### src/rtl/ifq_pkg.sv
package ifq_pkg;
  localparam int ADDR_W = 20;
  localparam int WORD_W = 16;
  localparam int BYTE_W = 8;

  typedef logic [ADDR_W-1:0] addr_t;
  typedef logic [WORD_W-1:0] word_t;
  typedef logic [BYTE_W-1:0] byte_t;
endpackage

### src/rtl/ifq_byte_queue.sv
module ifq_byte_queue
  import ifq_pkg::*;
#(
  parameter int DEPTH = 6,
  localparam int PW = (DEPTH > 1) ? $clog2(DEPTH) : 1,
  localparam int CW = $clog2(DEPTH + 1)
) (
  input  logic          clk,
  input  logic          rst_n,
  input  logic          clear,
  input  logic [1:0]    push_cnt,
  input  byte_t         push_lo,
  input  byte_t         push_hi,
  input  logic          pop,
  output logic          out_valid,
  output byte_t         out_byte,
  output logic [CW-1:0] free_cnt
);

  logic [PW-1:0] head_q, head_n, tail_q, tail_n, tail_1;
  logic [CW-1:0] count_q, count_n;
  logic          pop_do;
  byte_t         slot_q [DEPTH];
  logic [DEPTH-1:0] wr_en;
  byte_t         wr_val [DEPTH];

  function automatic logic [PW-1:0] step(input logic [PW-1:0] p);
    return (p == PW'(DEPTH - 1)) ? '0 : p + 1'b1;
  endfunction

  always_comb begin
    pop_do  = pop && (count_q != '0);
    tail_1  = step(tail_q);
    head_n  = head_q;
    tail_n  = tail_q;
    count_n = count_q;
    if (clear) begin
      head_n  = '0;
      tail_n  = '0;
      count_n = '0;
    end else begin
      if (pop_do) head_n = step(head_q);
      if (push_cnt == 2'd1)      tail_n = tail_1;
      else if (push_cnt == 2'd2) tail_n = step(tail_1);
      count_n = count_q + CW'(push_cnt) - CW'(pop_do);
    end
  end

  always_ff @(posedge clk or negedge rst_n) begin
    if (!rst_n) begin
      head_q  <= '0;
      tail_q  <= '0;
      count_q <= '0;
    end else begin
      head_q  <= head_n;
      tail_q  <= tail_n;
      count_q <= count_n;
    end
  end

  genvar gi;
  generate
    for (gi = 0; gi < DEPTH; gi++) begin : g_slot
      always_comb begin
        wr_en[gi]  = !clear &&
                     (((push_cnt != 2'd0) && (tail_q == PW'(gi))) ||
                      ((push_cnt == 2'd2) && (tail_1 == PW'(gi))));
        wr_val[gi] = (tail_q == PW'(gi)) ? push_lo : push_hi;
      end
      always_ff @(posedge clk) begin
        if (wr_en[gi]) slot_q[gi] <= wr_val[gi];
      end
    end
  endgenerate

  assign out_valid = (count_q != '0);
  assign out_byte  = slot_q[head_q];
  assign free_cnt  = CW'(DEPTH) - count_q;

  assert_no_overflow_R2: assert property (@(posedge clk) disable iff (!rst_n)
    count_q <= CW'(DEPTH));
  assert_push_fits_R2: assert property (@(posedge clk) disable iff (!rst_n)
    (!clear && push_cnt != 2'd0) |->
      (int'(count_q) - int'(pop_do) + int'(push_cnt) <= DEPTH));

endmodule

### src/rtl/ifq_bus_ctrl.sv
module ifq_bus_ctrl
  import ifq_pkg::*;
#(
  parameter int    CW         = 3,
  parameter addr_t RESET_ADDR = '0
) (
  input  logic          clk,
  input  logic          rst_n,
  input  logic          flush,
  input  addr_t         flush_addr,
  input  logic [CW-1:0] free_cnt,
  input  logic          dreq_valid,
  input  logic          dreq_write,
  input  addr_t         dreq_addr,
  input  word_t         dreq_wdata,
  output logic          dreq_done,
  output word_t         dreq_rdata,
  output logic          mem_req,
  output logic          mem_write,
  output logic          mem_wide,
  output addr_t         mem_addr,
  output word_t         mem_wdata,
  input  logic          mem_ack,
  input  word_t         mem_rdata,
  output logic [1:0]    push_cnt,
  output byte_t         push_lo,
  output byte_t         push_hi
);

  logic  busy_q, busy_n, data_q, data_n, wide_q, wide_n, wr_q, wr_n;
  logic  drop_q, drop_n;
  addr_t addr_q, addr_n, fetch_q, fetch_n;
  word_t wdata_q, wdata_n;
  logic  ack_now, issue_data, issue_fetch, fetch_odd;
  logic [CW-1:0] need;

  always_comb begin
    fetch_odd   = fetch_q[0];
    need        = fetch_odd ? CW'(1) : CW'(2);
    ack_now     = busy_q && mem_ack;
    issue_data  = !busy_q && dreq_valid;
    issue_fetch = !busy_q && !dreq_valid && !flush && (free_cnt >= need);

    busy_n  = busy_q;
    data_n  = data_q;
    wide_n  = wide_q;
    wr_n    = wr_q;
    addr_n  = addr_q;
    wdata_n = wdata_q;
    fetch_n = fetch_q;
    drop_n  = drop_q;

    if (ack_now) begin
      busy_n = 1'b0;
      drop_n = 1'b0;
    end
    if (issue_data) begin
      busy_n  = 1'b1;
      data_n  = 1'b1;
      wide_n  = 1'b1;
      wr_n    = dreq_write;
      addr_n  = dreq_addr;
      wdata_n = dreq_wdata;
    end else if (issue_fetch) begin
      busy_n  = 1'b1;
      data_n  = 1'b0;
      wide_n  = !fetch_odd;
      wr_n    = 1'b0;
      addr_n  = fetch_q;
      wdata_n = '0;
      fetch_n = fetch_q + (fetch_odd ? ADDR_W'(1) : ADDR_W'(2));
      drop_n  = 1'b0;
    end
    if (flush) begin
      fetch_n = flush_addr;
      if (busy_q && !data_q && !mem_ack) drop_n = 1'b1;
    end
  end

  always_ff @(posedge clk or negedge rst_n) begin
    if (!rst_n) begin
      busy_q  <= 1'b0;
      data_q  <= 1'b0;
      wide_q  <= 1'b0;
      wr_q    <= 1'b0;
      addr_q  <= '0;
      wdata_q <= '0;
      fetch_q <= RESET_ADDR;
      drop_q  <= 1'b0;
    end else begin
      busy_q  <= busy_n;
      data_q  <= data_n;
      wide_q  <= wide_n;
      wr_q    <= wr_n;
      addr_q  <= addr_n;
      wdata_q <= wdata_n;
      fetch_q <= fetch_n;
      drop_q  <= drop_n;
    end
  end

  always_comb begin
    push_cnt = 2'd0;
    if (ack_now && !data_q && !drop_q && !flush) push_cnt = wide_q ? 2'd2 : 2'd1;
    push_lo = wide_q ? mem_rdata[7:0] : mem_rdata[15:8];
    push_hi = mem_rdata[15:8];
  end

  assign dreq_done  = ack_now && data_q;
  assign dreq_rdata = mem_rdata;
  assign mem_req    = busy_q;
  assign mem_write  = wr_q;
  assign mem_wide   = wide_q;
  assign mem_addr   = addr_q;
  assign mem_wdata  = wdata_q;

  assert_hold_req_R9: assert property (@(posedge clk) disable iff (!rst_n)
    (mem_req && !mem_ack) |=> (mem_req && $stable(mem_addr) && $stable(mem_wide)
                               && $stable(mem_write) && $stable(mem_wdata)));
  assert_data_first_R7: assert property (@(posedge clk) disable iff (!rst_n)
    (!mem_req && dreq_valid) |=> (mem_req && data_q));
  assert_word_even_R3: assert property (@(posedge clk) disable iff (!rst_n)
    (mem_req && !data_q && mem_wide) |-> !mem_addr[0]);
  assert_odd_single_R4: assert property (@(posedge clk) disable iff (!rst_n)
    (mem_req && !data_q && mem_addr[0]) |-> !mem_wide);

endmodule

### src/rtl/ifq_unit.sv
module ifq_unit
  import ifq_pkg::*;
#(
  parameter int    QUEUE_DEPTH = 6,
  parameter addr_t RESET_ADDR  = '0,
  localparam int   CW          = $clog2(QUEUE_DEPTH + 1)
) (
  input  logic        clk,
  input  logic        rst_n,
  input  logic        flush,
  input  logic [19:0] flush_addr,
  output logic        byte_valid,
  output logic [7:0]  byte_data,
  input  logic        byte_ready,
  input  logic        dreq_valid,
  input  logic        dreq_write,
  input  logic [19:0] dreq_addr,
  input  logic [15:0] dreq_wdata,
  output logic        dreq_done,
  output logic [15:0] dreq_rdata,
  output logic        mem_req,
  output logic        mem_write,
  output logic        mem_wide,
  output logic [19:0] mem_addr,
  output logic [15:0] mem_wdata,
  input  logic        mem_ack,
  input  logic [15:0] mem_rdata
);

  logic [1:0]    rst_sync_q;
  logic          rst_ni;
  logic [CW-1:0] free_cnt;
  logic [1:0]    push_cnt;
  byte_t         push_lo, push_hi;

  always_ff @(posedge clk or negedge rst_n) begin
    if (!rst_n) rst_sync_q <= 2'b00;
    else        rst_sync_q <= {rst_sync_q[0], 1'b1};
  end
  assign rst_ni = rst_sync_q[1];

  ifq_bus_ctrl #(.CW(CW), .RESET_ADDR(RESET_ADDR)) u_bus (
    .clk, .rst_n(rst_ni), .flush, .flush_addr, .free_cnt,
    .dreq_valid, .dreq_write, .dreq_addr, .dreq_wdata, .dreq_done, .dreq_rdata,
    .mem_req, .mem_write, .mem_wide, .mem_addr, .mem_wdata, .mem_ack, .mem_rdata,
    .push_cnt, .push_lo, .push_hi
  );

  ifq_byte_queue #(.DEPTH(QUEUE_DEPTH)) u_queue (
    .clk, .rst_n(rst_ni), .clear(flush), .push_cnt, .push_lo, .push_hi,
    .pop(byte_ready && !flush), .out_valid(byte_valid), .out_byte(byte_data),
    .free_cnt
  );

  assert_flush_empties_R6: assert property (@(posedge clk) disable iff (!rst_ni)
    flush |=> !byte_valid);

endmodule

### config.mk
export PLATFORM = sky130hd
export DESIGN_NAME = ifq_unit
export DESIGN_NICKNAME = d
export VERILOG_FILES = /design/src/rtl/ifq_pkg.sv /design/src/rtl/ifq_byte_queue.sv /design/src/rtl/ifq_bus_ctrl.sv /design/src/rtl/ifq_unit.sv
export SDC_FILE = /design/constraint.sdc
export NUM_CORES = 1
export LEC_CHECK = 0
export CAP_MARGIN = 30
export CORE_ASPECT_RATIO = 0.5
export CORE_MARGIN = 2
export CORE_UTILIZATION = 46
export DETAILED_ROUTE_END_ITERATION = 16
export GPL_TIMING_DRIVEN = 0
export PLACE_DENSITY = 0.77
export SLEW_MARGIN = 5
export SYNTH_ARGS = -nofsm -noshare
export SYNTH_HDL_FRONTEND = slang
export SYNTH_SLANG_ARGS = --single-unit
### constraint.sdc
create_clock -name clk -period 2.3 [get_ports clk]
set_input_delay 0.23 -clock clk [delete_from_list [all_inputs] [get_ports clk]]
set_output_delay 0.23 -clock clk [all_outputs]
set_load 0.02 [all_outputs]
Yosys cells after proc, flatten, opt, wreduce, memory -nomap -nowiden
Memory sizes are Yosys's and may differ from the RTL's.
Cells that the tools add are included.

word-level totals
  flip-flop bits (word level) = 72
  latch bits = 0
  bits in writable memories = 48
  memory bits (read-only) = 0
  input bits = 79
  memories kept = 1

memories
  name            depth  width  read ports  clocked after memory_dff  wr ports  RTL line              text
  u_queue.slot_q  6      8      1           0                         2         ifq_byte_queue.sv:23  byte_t slot_q [DEPTH];

operators by class
  add/subtract/negate cells = 7
  $mul = 0
  divide/modulo/power cells = 0
  order comparisons = 1
  equal/unequal tests = 14
  shifts and indexed selects = 0
  multiplexer cells = 64
  bitwise operators = 0
  reductions and logical operators = 58

operator list
  operator             count
  $mux 20              5
  $mux 8               11
  $mux 3               13
  $mux 16              2
  $reduce_or 8->1      4
  $logic_and 1x1->1    31
  $mux 1               29
  $add 20x20->20       1
  $eq 3x3->1 const B   5
  $eq 3x2->1 const B   4
  $add 3x1->3 const B  3
  $reduce_bool 3->1    3
  $mux 2               4
  $reduce_bool 2->1    4
  $logic_not 1->1      7
  $eq 3x1->1 const B   2
  $logic_not 3->1      2
  $logic_or 1x1->1     6
  $add 3x2->3          1
  $ge 3x3->1           1
  $sub 3x1->3          1
  $sub 3x3->3 const A  1
  $eq 2x1->1 const B   1
  $eq 2x2->1 const B   1
  other kinds (2)      2

Depth between registers and ports, before layout
Gate-level depths: netlist of run 1.

  depth in word-level cells = 14
  mapped depth = 12

Cells and area by module
A second synthesis of run 1 with hierarchy kept.

second synthesis, totals
  cell total of the unflattened synthesis = 603
  area total of the unflattened synthesis = 6681.4 um^2

by module, submodules not included
  module          times used  cells an instance  area an instance (um^2)  sequential area each (um^2)
  ifq_bus_ctrl    1           369                3448.3                   1526.5
  ifq_byte_queue  1           230                3165.5                   1666.6
  ifq_unit        1           4                  67.6                     50.0

Worst setup path before layout of run 1
Ideal clock, no wire load.

  path type = flip-flop to flip-flop
  start = reg u_queue.tail_q[1]
  end = mem u_queue.slot_q[1][0] in the netlist's numbering, enable pin
  arrival = 1928 ps
  data required time = 1914 ps
  path slack = -14 ps
  stages on the path, launching flop included = 8
  period minus slack after synthesis = 2314 ps
  path through = dfrtp_1 > clkbuf_1 > and2_1 > ha_1 > inv_1 > nor2_1 > a21oi_1 > nor3_1

RTL lines
  item                      RTL line              text
  start: declaration        ifq_byte_queue.sv:20  logic [PW-1:0] head_q, head_n, tail_q, tail_n, tail_1;
  start signal: assignment  ifq_byte_queue.sv:56  tail_q <= tail_n;
  end: declaration          ifq_byte_queue.sv:23

Worst setup path in the final report of run 1
  start = reg u_queue.count_q[1]
  end = reg u_bus.addr_q[4] (netlist: u_bus.mem_addr[4])

between the ends
  longest elaborated chain between the ends = 4

ends and longest elaborated chain
  item                         RTL line              text
  start: declaration           ifq_byte_queue.sv:21  logic [CW-1:0] count_q, count_n;
  start signal: assignment     ifq_byte_queue.sv:57  count_q <= count_n;
  $sub 3x3->3                  ifq_byte_queue.sv:78  assign free_cnt = CW'(DEPTH) - count_q;
  $ge 3x3->1                   ifq_bus_ctrl.sv:42    issue_fetch = !busy_q && !dreq_valid && !flush && (free_cnt >= need);
  $logic_and 1x1->1            ifq_bus_ctrl.sv:42
  $reduce_bool 2->1 (no line)  --
  end signal: assignment       ifq_bus_ctrl.sv:95    addr_q <= addr_n;
  end: declaration             ifq_bus_ctrl.sv:32    addr_t addr_q, addr_n, fetch_q, fetch_n;

Every way passes these cells.
A chain may end at the register's enable or synchronous reset.

==> impl_results.md, run 1 <==
* Peak Freq at 0.445 GHz
* Finished Layout Cells at 927
* Row cnt at 30
* Area of the multi-input gates at 2810 um^2
* Synth top area share at 28.8%
* Layout cells sized above 1 at 23.7%
* IO Pins at 144
* Initial Utilization at 46.6%
* Status: complete, no violations
* Critical path type: reg -> reg
* Switch share at 32.7%
* Initial DRC count at 418
* Worst path slowest cell: nor4_4
* Core Area at 13400 um^2
* ANT nets after route at 0
* Critical Path RT at 2600 ps
* Height of the die at 86.4 um
* Area contributors post-synth: dfrtp_1 29%, edfxtp_1 23%, mux2_2 9.0%
* Final WS setup at 53.6 ps
* # fillers at 996
* Die width at 169 um
* Seq/Total Area, Yosys at 51.9%
* Max clock buf depth at 2
* Power Total at 8.05 mW
* CTS buffer count at 17
* Netlist cell types at 50
* Critical Path AT at 2550 ps
* CTS clk-pin slew, worst paths at 60 ps
* Synth Area per Inst at 11.1 um^2
* IO Port Bufs at 141
* Commonest register cell after synthesis: dfrtp_1
* Die Area at 14600 um^2
* CTS H-tree lvls at 4
* Post-Route Setup TNS at 0 ps
* Commonest non-fill, non-tap cell in the layout: clkdlybuf4s50_1
* Initial antenna violation count at 0
* Post-Route Skew at 15.2 ps
* CTS tree: built
* Ant diodes at 0
* Via density at 5.39
* CP max FO at 5
* #FFs+latches synth at 120
* DRC violations left at 0
* RSZ-0062 raised after global routing: true
* Final period util at 97.7%
* Total Wirelength at 16600 um
* Clock root buffer master: clkbuf_16
* Post-placement setup slack at -426 ps
* Cell area power density at 915 nW/um^2
* MaxCap Viol Count at 0
* Mapped Cells at 561
* Final core utilization at 65.7%
* Final Critical Period at 2250 ps
* Vias at 4996
* Least-Margin Pin Slew at 972 ps
* Mapped cell area at 6250 um^2
* Gpl congestion at 0.833
* Post-synth EDFFs at 48
* Hold Path Class: in -> reg
* Area Overhead vs Synth at 40.9%
* Final Max Slew Viols at 0
* Pleak at 3.51 nW
* Final setup viols at 0
* Reg area at 3250 um^2
* Clock network fraction of total power at 31.1%
* Placed Cells at 879
* Combinational share of power at 34.1%
* GR Overflow Total at 0
* Seq pwr share at 34.8%
* Yosys warning count at 0
* Setup crit end kind: register
* Clk sinks at 120
* Clock Latency Late Sink at 420 ps
* Max incr delay on CP at 380 ps
* Commonest non-fill, non-tap cells in the layout: 133 x clkdlybuf4s50_1, 76 x nand2_1, 69 x dfrtp_1, 50 x mux2_2, 48 x edfxtp_1
* Cells along the critical path: inv_2 > ha_4 > inv_2 > ha_4 > a211oi_4 > nor4_4 > buf_4 > nor2_4 > buf_4 > buf_8 > a21o_1
* Total GRT Usage at 23.1%
* First drt pass iteration count at 5
* Async SR Flop Fraction at 60.0%
* Final Hold Violating Endpoints at 0
* Syn Nets at 652
* Leading area contributor after synthesis: dfrtp_1
* Sw Pwr at 2.64 mW
* WL/cell at 17.9 um
* P_int at 5.42 mW
* Nets@finish at 829
* First-pass GRT wire length at 25800 um
* Slew HR at 35.0%
* Crit path launch type: register
* Largest net degree at the start of global routing at 59
* DP HPWL at 11100 um
* VDD IR-drop max at 468 uV
* Vias in the first global route at 4890
[worst max-delay path, delay by kind of cell, from the launching register on]
family                     cells  cell delay (ps)
buffers and inverters          5              570
adders and majority gates      2              530
and+or+nand+nor                2              430
DFF                            1              360
AOI/OAI and AO/OA              2              250
[final cells by class]
| cell class | count | share of cell area (%) |
|---|---|---|
| buffer | 49 | 3.78 |
| clock buffer | 17 | 4.83 |
| clock inverter | 15 | 1.45 |
| inverter | 12 | 0.512 |
| multi-input combinational | 379 | 32.0 |
| sequential | 120 | 36.9 |
| tap | 176 | 2.50 |
| timing repair buffer | 159 | 18.1 |
[state kept, by name, indices dropped and copies added, names as in the netlist, 2 cells and up]
signal,count
rst_sync_q,2
u_bus.fetch_q,20
u_bus.mem_addr,20
u_bus.mem_wdata,16
u_queue.count_q,3
u_queue.head_q,3
u_queue.slot_q,48
u_queue.tail_q,3
[kinds of logic (layout without fill, tap and decap cells)]
group                    after synthesis  after routing  synth area share (%)
buffers and inverters                 62            252                  5.19
XOR/XNOR                              23             23                  3.22
AND/OR/NAND/NOR                      180            180                  14.4
multiplexers                          67             67                  13.1
other                                  1              1                0.0600
AO/OA/AOI/OAI                         96             96                  9.59
flip-flops                           120            120                  51.9
adder cells (fa/ha/maj)               12             12                  2.52
[repair_timing]
| item | CTS | global route |
|---|---|---|
| resized for setup | 35 | 35 |
| pin swaps | 2 | 4 |
| buffers inserted | 4 | 12 |
| endpoints found under the setup margin | 73 | 62 |
| endpoints found under the hold margin | 2 | 0 |
| gates cloned | 0 | 1 |
| hold buffers | 1 | 0 |
[cell usage after synthesis (9+ instances only)]
| master | instances |
|---|---|
| nand2_1 | 77 |
| dfrtp_1 | 72 |
| mux2_2 | 50 |
| edfxtp_1 | 48 |
| nor2_1 | 32 |
| o21ai_0 | 32 |
| clkbuf_1 | 19 |
| xnor2_1 | 19 |
| a21o_1 | 17 |
| buf_4 | 17 |
| a21oi_1 | 15 |
| nand3_1 | 15 |
| a22o_1 | 14 |
| nor3_1 | 14 |
| inv_1 | 12 |
| ha_1 | 11 |
| mux2i_1 | 10 |
| buf_2 | 9 |
| o21ai_1 | 9 |
[path summary, 6_finish.rpt]
| path | start | end | slack, ps | depth (start not counted) |
|---|---|---|---|---|
| min in group asynchronous | rst_sync_q[1] | u_bus.mem_wdata[9] | 180 | 0 |
| max | u_queue.count_q[1] | u_bus.mem_addr[4] | 50 | 11 |
| min | flush | u_queue.tail_q[0] | 150 | 3 |
| min reg2reg | rst_sync_q[1] | u_bus.mem_wdata[9] | 180 | 0 |
| max in group asynchronous | rst_sync_q[1] | u_bus.mem_addr[14] | 1560 | 1 |
| max reg2reg | u_queue.count_q[1] | u_bus.mem_addr[4] | 50 | 11 |
[power groups by stage]
stage          Sequential [mW]  Clock, mW  Combinational (mW)
2_1_floorplan             3.11          0                1.13
3_3_place_gp              2.85          0                2.43
3_5_place_dp              2.84          0                2.51
4_1_cts                   2.80       2.53                2.60
5_1_grt                   2.85       2.62                2.94
6_report                  2.80       2.50                2.75
[per-layer routing]
metal  share of wire, %  vias up  GRT usage (%)
met4                1.5        0           7.76
met2                 51      152           40.6
met3                5.1       22           4.66
met1                 42     2466           29.1
met5                  0        -              0
li1                   -     2356              -
[stage by stage]
| step | hold slack (ps) | cell area, um^2 |
|---|---|---|
| detailed placement | 180 | 7920 |
| CTS | 130 | 8610 |
| floorplan | -65.6 | 6250 |
| global route | 156 | 8800 |
| finish | 151 | 8800 |
| global placement | 336 | 7890 |
No activity file was read; power rests on OpenSTA's default activity.
==> inputs of run 2 (changes only) <==
CAP_MARGIN = unset   (was 30)
CORE_UTILIZATION = 51   (was 46)
PLACE_DENSITY = 0.81   (was 0.77)
clock period = 2.18 ns   (was 2.3 ns; I/O delays follow)
==> run 2 against run 1 <==
  * The run now ends with negative setup slack left
  * First-iteration DRC count down 13%
  * Global-route usage up 3.1 points
  * Largest power group is now combinational cells
  * Register-to-register slack worse by 140 ps
  * Flip-flop and latch count unchanged
  * Critical endpoint is now u_bus.fetch_q[19]
  * Fmax down 0.81%
==> impl_results.md, run 2 (synthesis gave the netlist of run 1 again) <==
* Status: finished with violations (was complete, no violations)
* Violated checks: negative setup slack
* IO Port Bufs at 141 (unchanged)
* Post-Route Setup TNS at -341 ps (was 0 ps)
* Commonest non-fill, non-tap cells in the layout: 133 x clkdlybuf4s50_1, 76 x nand2_1, 70 x dfrtp_1, 50 x mux2_2, 48 x edfxtp_1 (was 133 x clkdlybuf4s50_1, 76 x nand2_1, 69 x dfrtp_1, 50 x mux2_2, 48 x edfxtp_1)
* Final Critical Period at 2260 ps (was 2250 ps)
* Initial DRC count at 362 (was 418)
* Clk sinks at 120 (unchanged)
* Critical Path AT at 2540 ps (was 2550 ps)
* Die width at 161 um (was 169 um)
* Worst Reg-to-Reg Cells at 11 (unchanged)
* Most flops, register: u_queue.slot_q (unchanged)
* Hold Path Class: in -> reg (unchanged)
* R2R Path Start: u_queue.count_q[1] (unchanged)
* Final setup viols at 15 (was 0)
* Cell area power density at 962 nW/um^2 (was 915 nW/um^2)
* Height of the die at 82.3 um (was 86.4 um)
* Hold Path Sink: u_queue.tail_q[0] (unchanged)
* Max reg flops at 48 (unchanged)
* DP Area at 7910 um^2 (was 7920 um^2)
* GR Overflow Total at 0 (unchanged)
* Pleak at 3.58 nW (was 3.51 nW)
* DRC violations left at 0 (unchanged)
* Max incr delay on CP at 370 ps (was 380 ps)
* VDD IR-drop max at 557 uV (was 468 uV)
* Final Max Slew Viols at 0 (unchanged)
* Final instance area at 9050 um^2 (was 8800 um^2)
* Commonest non-fill, non-tap cell in the layout: clkdlybuf4s50_1 (unchanged)
* Core Area at 11900 um^2 (was 13400 um^2)
* Setup crit end kind: register (unchanged)
* Vias in the first global route at 5210 (was 4890)
* Least-Margin Pin Slew at 879 ps (was 972 ps)
* # fillers at 743 (was 996)
* Peak Freq at 0.442 GHz (was 0.445 GHz)
* DP HPWL at 11000 um (was 11100 um)
* Slew HR at 41.2% (was 35.0%)
* Crit path launch type: register (unchanged)
* CTS H-tree lvls at 4 (unchanged)
* Final Hold Violating Endpoints at 0 (unchanged)
* Hold Path Origin: flush (unchanged)
* Hold Crit Depth at 3 (unchanged)
* Row cnt at 28 (was 30)
* Initial antenna violation count at 0 (unchanged)
* Final period util at 104% (was 97.7%)
* Vias at 5205 (was 4996)
* Max clock buf depth at 2 (unchanged)
* RSZ-0062 raised after global routing: true (unchanged)
* Slack of the worst reg-to-reg path at -80 ps (was 50 ps)
* Clock Latency Late Sink at 420 ps (about the same)
* Total Wirelength at 18000 um (was 16600 um)
* Power Total at 8.70 mW (was 8.05 mW)
* Clock root buffer master: clkbuf_16 (unchanged)
* Worst path slowest cell: dfrtp_1 (was nor4_4)
* CTS tree: built (unchanged)
* Ant diodes at 0 (unchanged)
* Nets@finish at 835 (was 829)
* Post-placement setup slack at -508 ps (was -426 ps)
* Area Overhead vs Synth at 44.8% (was 40.9%)
* CTS clk-pin slew, worst paths at 60 ps (about the same)
* Die Area at 13200 um^2 (was 14600 um^2)
* CP max FO at 5 (unchanged)
* R2r endpoint: u_bus.fetch_q[19] (was u_bus.mem_addr[4])
* Layout cells sized above 1 at 26.7% (was 23.7%)
* Total GRT Usage at 26.2% (was 23.1%)
* Post-Route Skew at 8.15 ps (was 15.2 ps)
* IO Pins at 144 (unchanged)
* ANT nets after route at 0 (unchanged)
* Final WS setup at -84.8 ps (was 53.6 ps)
* Critical Path RT at 2460 ps (was 2600 ps)
* Initial Utilization at 52.6% (was 46.6%)
* First drt pass iteration count at 6 (was 5)
* Critical path type: reg -> reg (unchanged)
* Cells along the critical path: inv_2 > ha_4 > inv_2 > ha_4 > a211oi_4 > buf_6 > buf_4 > clkbuf_16 > nor4_2 > xnor2_1 > o21ai_1 (was inv_2 > ha_4 > inv_2 > ha_4 > a211oi_4 > nor4_4 > buf_4 > nor2_4 > buf_4 > buf_8 > a21o_1)
* Largest net degree at the start of global routing at 49 (was 59)
* MaxCap Viol Count at 0 (unchanged)
* Gpl congestion at 0.811 (was 0.833)
* CTS buffer count at 17 (unchanged)
* Via density at 5.65 (was 5.39)
* WL/cell at 19.6 um (was 17.9 um)
* First-pass GRT wire length at 26600 um (was 25800 um)
==> run 2: where the power goes <==
group,switching (mW),internal (mW),total (mW)
sequential,0.255,2.72,2.97
combinational,1.56,1.53,3.09
clock,1.06,1.58,2.64
==> run 2: how the worst max path moves through the flow <==
stage                  startpoint                    to  slack (ps)  cells after the start
2_1_floorplan       u_bus.mem_req    u_queue.count_q[2]         -70                      9
3_3_place_gp        rst_sync_q[1]     u_queue.head_q[2]        -870                      0
3_5_place_dp    u_queue.tail_q[1]  u_queue.slot_q[2][4]        -510                      4
4_1_cts        u_queue.count_q[1]         u_bus.mem_req         -10                     10
5_1_grt        u_queue.count_q[1]        u_bus.mem_wide        -130                     11
6_report       u_queue.count_q[1]     u_bus.fetch_q[19]         -80                     11
==> run 2: layer usage <==
| layer | share of wire, % | global-route usage, % |
|---|---|---|
| met1 | 40 | 31.4 |
| met2 | 52 | 48.5 |
| met3 | 5.5 | 5.44 |
| met4 | 2.4 | 9.01 |
| met5 | 0 | 0 |
==> run 2: what timing repair did <==
action / 4_1_cts / 5_1_grt
hold endpoints to repair: 2 / 0
setup buffers: 10 / 8
pin swaps: 5 / 30
cloned: 0 / 4
endpoints found under the setup margin: 92 / 85
hold buffers: 1 / 0
gates resized for setup: 65 / 56
==> run 2: layout make-up <==
| type | count | area (um^2) | area share [%] |
|---|---|---|---|
| multi-input combinational | 379 | 2950 | 32.6 |
| clock buffer | 19 | 443 | 4.89 |
| buffer | 49 | 372 | 4.11 |
| timing repair buffer | 165 | 1680 | 18.6 |
| clock inverter | 13 | 104 | 1.15 |
| sequential | 120 | 3250 | 35.9 |
| tap | 165 | 206 | 2.28 |
| inverter | 12 | 45.0 | 0.498 |
==> run 2: worst max-delay path: cells and delay by family, from the launching register on <==
kind,cells,cell delay [ps]
AOI/OAI and AO/OA,2,130
xor gates and xnor gates,1,170
and+or+nand+nor,1,370
buffers and inverters,5,560
DFF,1,370
adders and majority gates,2,530
==> run 2: metrics by stage <==
stage | utilization [%] | hold WS [ps] | instances
floorplan | - | -77.6 | 561
global placement | 66.3 | 339 | 867
detailed placement | 66.6 | 246 | 868
CTS | 73.4 | 127 | 911
global route | 76.2 | 148 | 922
finish | 76.2 | 133 | 922
